### src/rtl/snd_ctl_pkg.sv
package snd_ctl_pkg;
  localparam int unsigned BYTE_W   = 8;
  localparam int unsigned N_TONE   = 4;
  localparam int unsigned N_CHAN   = N_TONE + 1;
  localparam int unsigned SMP_BIT  = N_TONE;
  localparam int unsigned FRM_RBIT = 6;
  localparam int unsigned SMP_RBIT = 7;

  typedef struct packed {
    logic [N_TONE-1:0] len_clear;
    logic              stop;
    logic              restart;
  } strobe_t;
endpackage

### src/rtl/sc_rst_sync.sv
module sc_rst_sync (
  input  logic clk,
  input  logic rst_n,
  output logic rst_sync_n
);
  logic [1:0] sync_q;

  always_ff @(posedge clk or negedge rst_n) begin
    if (!rst_n) sync_q <= 2'b00;
    else        sync_q <= {sync_q[0], 1'b1};
  end

  assign rst_sync_n = sync_q[1];
endmodule

### src/rtl/sc_wr_decode.sv
module sc_wr_decode
  import snd_ctl_pkg::*;
(
  input  logic              clk,
  input  logic              rst_n,
  input  logic              wr_en,
  input  logic [BYTE_W-1:0] wr_data,
  input  logic              smp_bytes_nz,
  output logic [N_CHAN-1:0] chan_en,
  output strobe_t           strobes
);
  logic [N_CHAN-1:0] en_q;
  strobe_t           stb_d, stb_q;

  always_comb begin
    stb_d = '0;
    if (wr_en) begin
      for (int i = 0; i < int'(N_TONE); i++) stb_d.len_clear[i] = ~wr_data[i];
      stb_d.stop    = ~wr_data[SMP_BIT];
      stb_d.restart =  wr_data[SMP_BIT] & ~smp_bytes_nz;
    end
  end

  always_ff @(posedge clk or negedge rst_n) begin
    if (!rst_n)     en_q <= '0;
    else if (wr_en) en_q <= wr_data[N_CHAN-1:0];
  end

  always_ff @(posedge clk or negedge rst_n) begin
    if (!rst_n) stb_q <= '0;
    else        stb_q <= stb_d;
  end

  assign chan_en = en_q;
  assign strobes = stb_q;
endmodule

### src/rtl/sc_irq_flag.sv
module sc_irq_flag (
  input  logic clk,
  input  logic rst_n,
  input  logic set_i,
  input  logic clr_i,
  output logic flag_o,
  output logic peek_o
);
  logic flag_d, flag_q;

  always_comb flag_d = set_i | (flag_q & ~clr_i);

  always_ff @(posedge clk or negedge rst_n) begin
    if (!rst_n) flag_q <= 1'b0;
    else        flag_q <= flag_d;
  end

  assign flag_o = flag_q;
  assign peek_o = flag_q | set_i;
endmodule

### src/rtl/snd_ctl_status.sv
module snd_ctl_status
  import snd_ctl_pkg::*;
(
  input  logic              clk,
  input  logic              rst_n,
  input  logic              wr_en,
  input  logic [BYTE_W-1:0] wr_data,
  input  logic              rd_en,
  output logic [BYTE_W-1:0] rd_data,
  input  logic [N_TONE-1:0] len_nz,
  input  logic              smp_bytes_nz,
  input  logic              frame_irq_set,
  input  logic              smp_irq_set,
  output logic [N_CHAN-1:0] chan_en,
  output logic [N_TONE-1:0] len_clear,
  output logic              smp_stop,
  output logic              smp_restart,
  output logic              frame_irq,
  output logic              smp_irq
);
  logic    rst_int_n;
  strobe_t stb;
  logic    frm_peek, smp_peek;

  sc_rst_sync u_rst (.clk(clk), .rst_n(rst_n), .rst_sync_n(rst_int_n));

  sc_wr_decode u_wr (
    .clk(clk), .rst_n(rst_int_n), .wr_en(wr_en), .wr_data(wr_data),
    .smp_bytes_nz(smp_bytes_nz), .chan_en(chan_en), .strobes(stb)
  );

  // frame flag clears on read, sample flag clears on write
  sc_irq_flag u_frm (
    .clk(clk), .rst_n(rst_int_n), .set_i(frame_irq_set), .clr_i(rd_en),
    .flag_o(frame_irq), .peek_o(frm_peek)
  );
  sc_irq_flag u_smp (
    .clk(clk), .rst_n(rst_int_n), .set_i(smp_irq_set), .clr_i(wr_en),
    .flag_o(smp_irq), .peek_o(smp_peek)
  );

  always_comb begin
    rd_data = '0;
    if (rd_en) begin
      rd_data[N_TONE-1:0] = len_nz;
      rd_data[SMP_BIT]    = smp_bytes_nz;
      rd_data[FRM_RBIT]   = frm_peek;
      rd_data[SMP_RBIT]   = smp_peek;
    end
  end

  assign len_clear   = stb.len_clear;
  assign smp_stop    = stb.stop;
  assign smp_restart = stb.restart;
endmodule

### config.mk
export PLATFORM = sky130hd
export DESIGN_NAME = snd_ctl_status
export DESIGN_NICKNAME = d
export VERILOG_FILES = /design/src/rtl/snd_ctl_pkg.sv /design/src/rtl/sc_rst_sync.sv /design/src/rtl/sc_wr_decode.sv /design/src/rtl/sc_irq_flag.sv /design/src/rtl/snd_ctl_status.sv
export SDC_FILE = /design/constraint.sdc
export NUM_CORES = 1
export LEC_CHECK = 0
export BUFFER_PORTS_ARGS = -buffer_cell sky130_fd_sc_hd__clkbuf_2
export CORE_ASPECT_RATIO = 0.75
export CORE_MARGIN = 2
export CORE_UTILIZATION = 30
export DETAILED_ROUTE_END_ITERATION = 8
export PLACE_DENSITY_LB_ADDON = 0.1
export SLEW_MARGIN = 30
export SYNTH_ARGS = -nofsm -noshare
export SYNTH_HDL_FRONTEND = slang
export SYNTH_HIERARCHICAL = 1
export SYNTH_SLANG_ARGS = --single-unit
### constraint.sdc
create_clock -name clk -period 1.3 [get_ports clk]
set_clock_uncertainty 0.2 [all_clocks]
set_input_delay 0.26 -clock clk [delete_from_list [all_inputs] [get_ports clk]]
set_output_delay 0.26 -clock clk [all_outputs]
set_load 0.03 [all_outputs]
==> results.txt <==
The run finished, with violations left. The final reports fail on setup timing. The number of warning messages in the yosys log came out at 6. The slack of the critical path is -0.3111 ns. After detailed routing, the number of remaining DRC violations is 0.

The effective utilization at floorplan is 0.3308. For this design the ratio of total power to cell area is 1012 nW/um2. The total core area came out at 1789 um2. The first-pass iteration count of the detailed router came out at 2. Of the synthesized area, sequential elements account for 0.6342. The max-slew violation count came out at 0.

Static timing analysis puts the maximum clock frequency at 620.7 MHz. The switching share of power came out at 0.2822. The relative contribution of sequential cells to total power came out at 0.469. The fraction of final layout cells sized beyond drive strength 1 is 0.5979. The number of buffers created by CTS came out at 3. Setup violations remaining at the end of the flow were counted as 4.

The number of diodes added for antenna fixing is 0. Setup repair after global routing could not meet its margin everywhere. Buffers placed on the I/O ports in this run total 35. The signal on the critical path passes through or2_1 > and2_4 > buf_8. The largest single stage delay on the critical path is 0.41 ns. For the final routed database, the setup TNS stands at -0.9020 ns. The critical path's slowest cell is sky130_fd_sc_hd__dfrtp_2. The number of antenna violations at the first check in global routing came to 0. The die height came out at 42.47 um. Counting every net in the synthesized netlist gives 62. The clock edge transition at the registers on the reported setup and hold paths came out at 0.08 ns. The number of global-route vias before repair came to 467. The worst-case vdd ir drop is about 0.00087 V. STA classifies the critical path endpoint as an output pin. The total clock sinks is 15.

The maximum buffer depth of the clock tree is 2. The share of total power dissipated in combinational logic is 0.306. The switching power total is 0.3136 mW. Relative to the synthesized area, the layout overhead comes to 85.62%. The wire length of the first global-routing pass is 2125 um.

The H-tree depth is 1. The worst path arrival time is between 1 and 1.5 ns. The minimum period implied by the final worst setup slack came out at 1.611 ns.

Across the run, the number of max-cap violations was 0. STA classifies the critical path startpoint as a flip-flop. The width of the chip is 55.29 um. The largest net degree at the start of global routing is 14. The iteration-0 DRC count of the detailed router came out at 1.

The total number of nets in the final design is around 120. The final weighted congestion in routability-driven placement is around 0.65. At the worst endpoint, the required time is 0.84 ns. TritonCTS built the clock tree. The post-synthesis cell area is 591.8 um2. The total overflow reported by the global router is 0. The total of flip-flops plus latches after synthesis came out at 15. The critical path is of the flip-flop to output pin type. The root buffer cell is sky130_fd_sc_hd__clkbuf_4. The routed via count divided by cell count is just under 4. The wire length per cell came out at between 10 and 15 um. Across all hold checks on the routed design, the worst slack comes to 0.05936 ns. The HPWL reported at the end of detailed placement is 948.3 um.

The final number of hold-violating endpoints came out at 0. The total I/O pin count came out at 40. The global-route usage over all layers came out at 0.1185. The initialized floorplan defines 13 standard-cell rows. The maximum fanout along the worst path is 2. The share of the clock period used by the worst path is 1.239. The tightest min-delay check is of the input pin to flip-flop type. The total internal power is approximately 0.8 mW. The total number of vias is 471. The die footprint came out at 2348 um2. The clock network power share is 0.225. The mean instance size in the synthesized netlist is 13.76 um2. In this run the remaining antenna-violating nets after routing total 0. The number of unique standard cell types used by synthesis came out at 12. Synthesis produced 43 cells. The static leakage is 0.5753 nW. The routed design has 1249 um of wire. For the worst-skew pair, the clock arrives at the later sink with an insertion delay of 0.27 ns.
==> cells in the final DEF, fill, tap and decap left out, drive strengths merged <==
cell type,instances
buf,25
mux2,5
dlygate4sd3,7
a21o,2
and3b,1
nor2b,5
conb,2
inv,2
clkinv,1
and2,7
or2,2
dfrtp,15
clkbuf,23
==> cell families after synthesis <==
| family | share of synthesized area |
|---|---|
| flip-flops | 0.6342 |
| AND/OR/NAND/NOR | 0.1628 |
| multiplexers | 0.1205 |
| buffers and inverters | 0.04441 |
| AO/OA/AOI/OAI | 0.02536 |
| other | 0.01269 |
==> metal layers <==
metal  vias up  part of all wire  track usage
met2        16              0.53       0.1905
met3         0             0.070      0.06173
met4         0                 0      0.01463
li1        238                 -            -
met1       217              0.40       0.1462
met5         -                 0            0
==> state kept, by name, indices dropped and copies added (netlist names) <==
register and count:
u_rst/sync_q 2, u_wr/strobes 6, u_smp/flag_o 1, u_wr/chan_en 5, u_frm/flag_o 1
==> cell type report <==
cell class | instances | area (um2)
fill | 149 | 690.7
timing repair buffer | 52 | 462.9
sequential | 15 | 377.9
multi-input combinational | 24 | 195.2
tap | 22 | 27.53
clock buffer | 3 | 22.52
inverter | 2 | 7.507
clock inverter | 1 | 5.005
==> critical path, delay by kind of cell (launching register included) <==
kind,cells,cell delay (ns)
buf+inv,1,0.13
flops,1,0.41
simple gates,2,0.34
==> through the flow <==
stage / cell area [um2] / power [mW] / setup slack [ns] / utilization / instances
after global routing: 1099 / 1.179 / -0.3627 / 0.6140 / 119
after detailed placement: 820.8 / 0.7617 / -0.04633 / 0.4587 / 103
after global placement: 820.8 / 0.7571 / -0.03588 / 0.4587 / 103
final: 1099 / 1.111 / -0.3111 / 0.6140 / 119
after floorplan: 599.3 / 0.6744 / -0.003190 / - / 43
after CTS: 1039 / 1.093 / -0.3480 / 0.5804 / 116
==> synth_stat cells, drive strengths merged <==
master | number | area share
mux2 | 5 | 0.12
and2 | 7 | 0.074
nor2b | 5 | 0.053
and3b | 1 | 0.015
conb | 2 | 0.013
a21o | 2 | 0.025
buf | 2 | 0.032
or2 | 2 | 0.021
inv | 2 | 0.013
dfrtp | 15 | 0.63
==> power groups by stage <==
stage | Combinational [mW] | Clock [mW] | Sequential, mW
final | 0.340 | 0.250 | 0.521
after global routing | 0.360 | 0.293 | 0.526
after CTS | 0.311 | 0.266 | 0.516
after detailed placement | 0.240 | 0 | 0.522
after global placement | 0.237 | 0 | 0.521
after floorplan | 0.0877 | 0 | 0.587
==> final timing paths <==
check	cells past startpoint	startpoint	slack, ns	endpoint
setup / recovery	3	u_frm/flag_o	-0.31	rd_data[6]
hold / removal	3	smp_irq_set	0.06	u_smp/flag_o
setup reg to reg	3	u_wr/chan_en[0]	0.07	u_wr/chan_en[0]
hold reg to reg	0	u_rst/sync_q[0]	0.17	u_rst/sync_q[1]
max in group asynchronous	2	u_rst/sync_q[1]	0.22	u_smp/flag_o
min in group asynchronous	2	rst_n	0.09	u_rst/sync_q[0]
==> what timing repair did <==
action | in CTS | in global routing
endpoints found under the hold margin | 20 | 0
hold buffers | 7 | 0
buffers inserted | 2 | 3
gates resized for setup | 25 | 24
endpoints found under the setup margin | 13 | 15
No activity file was read; power rests on OpenSTA's default activity.
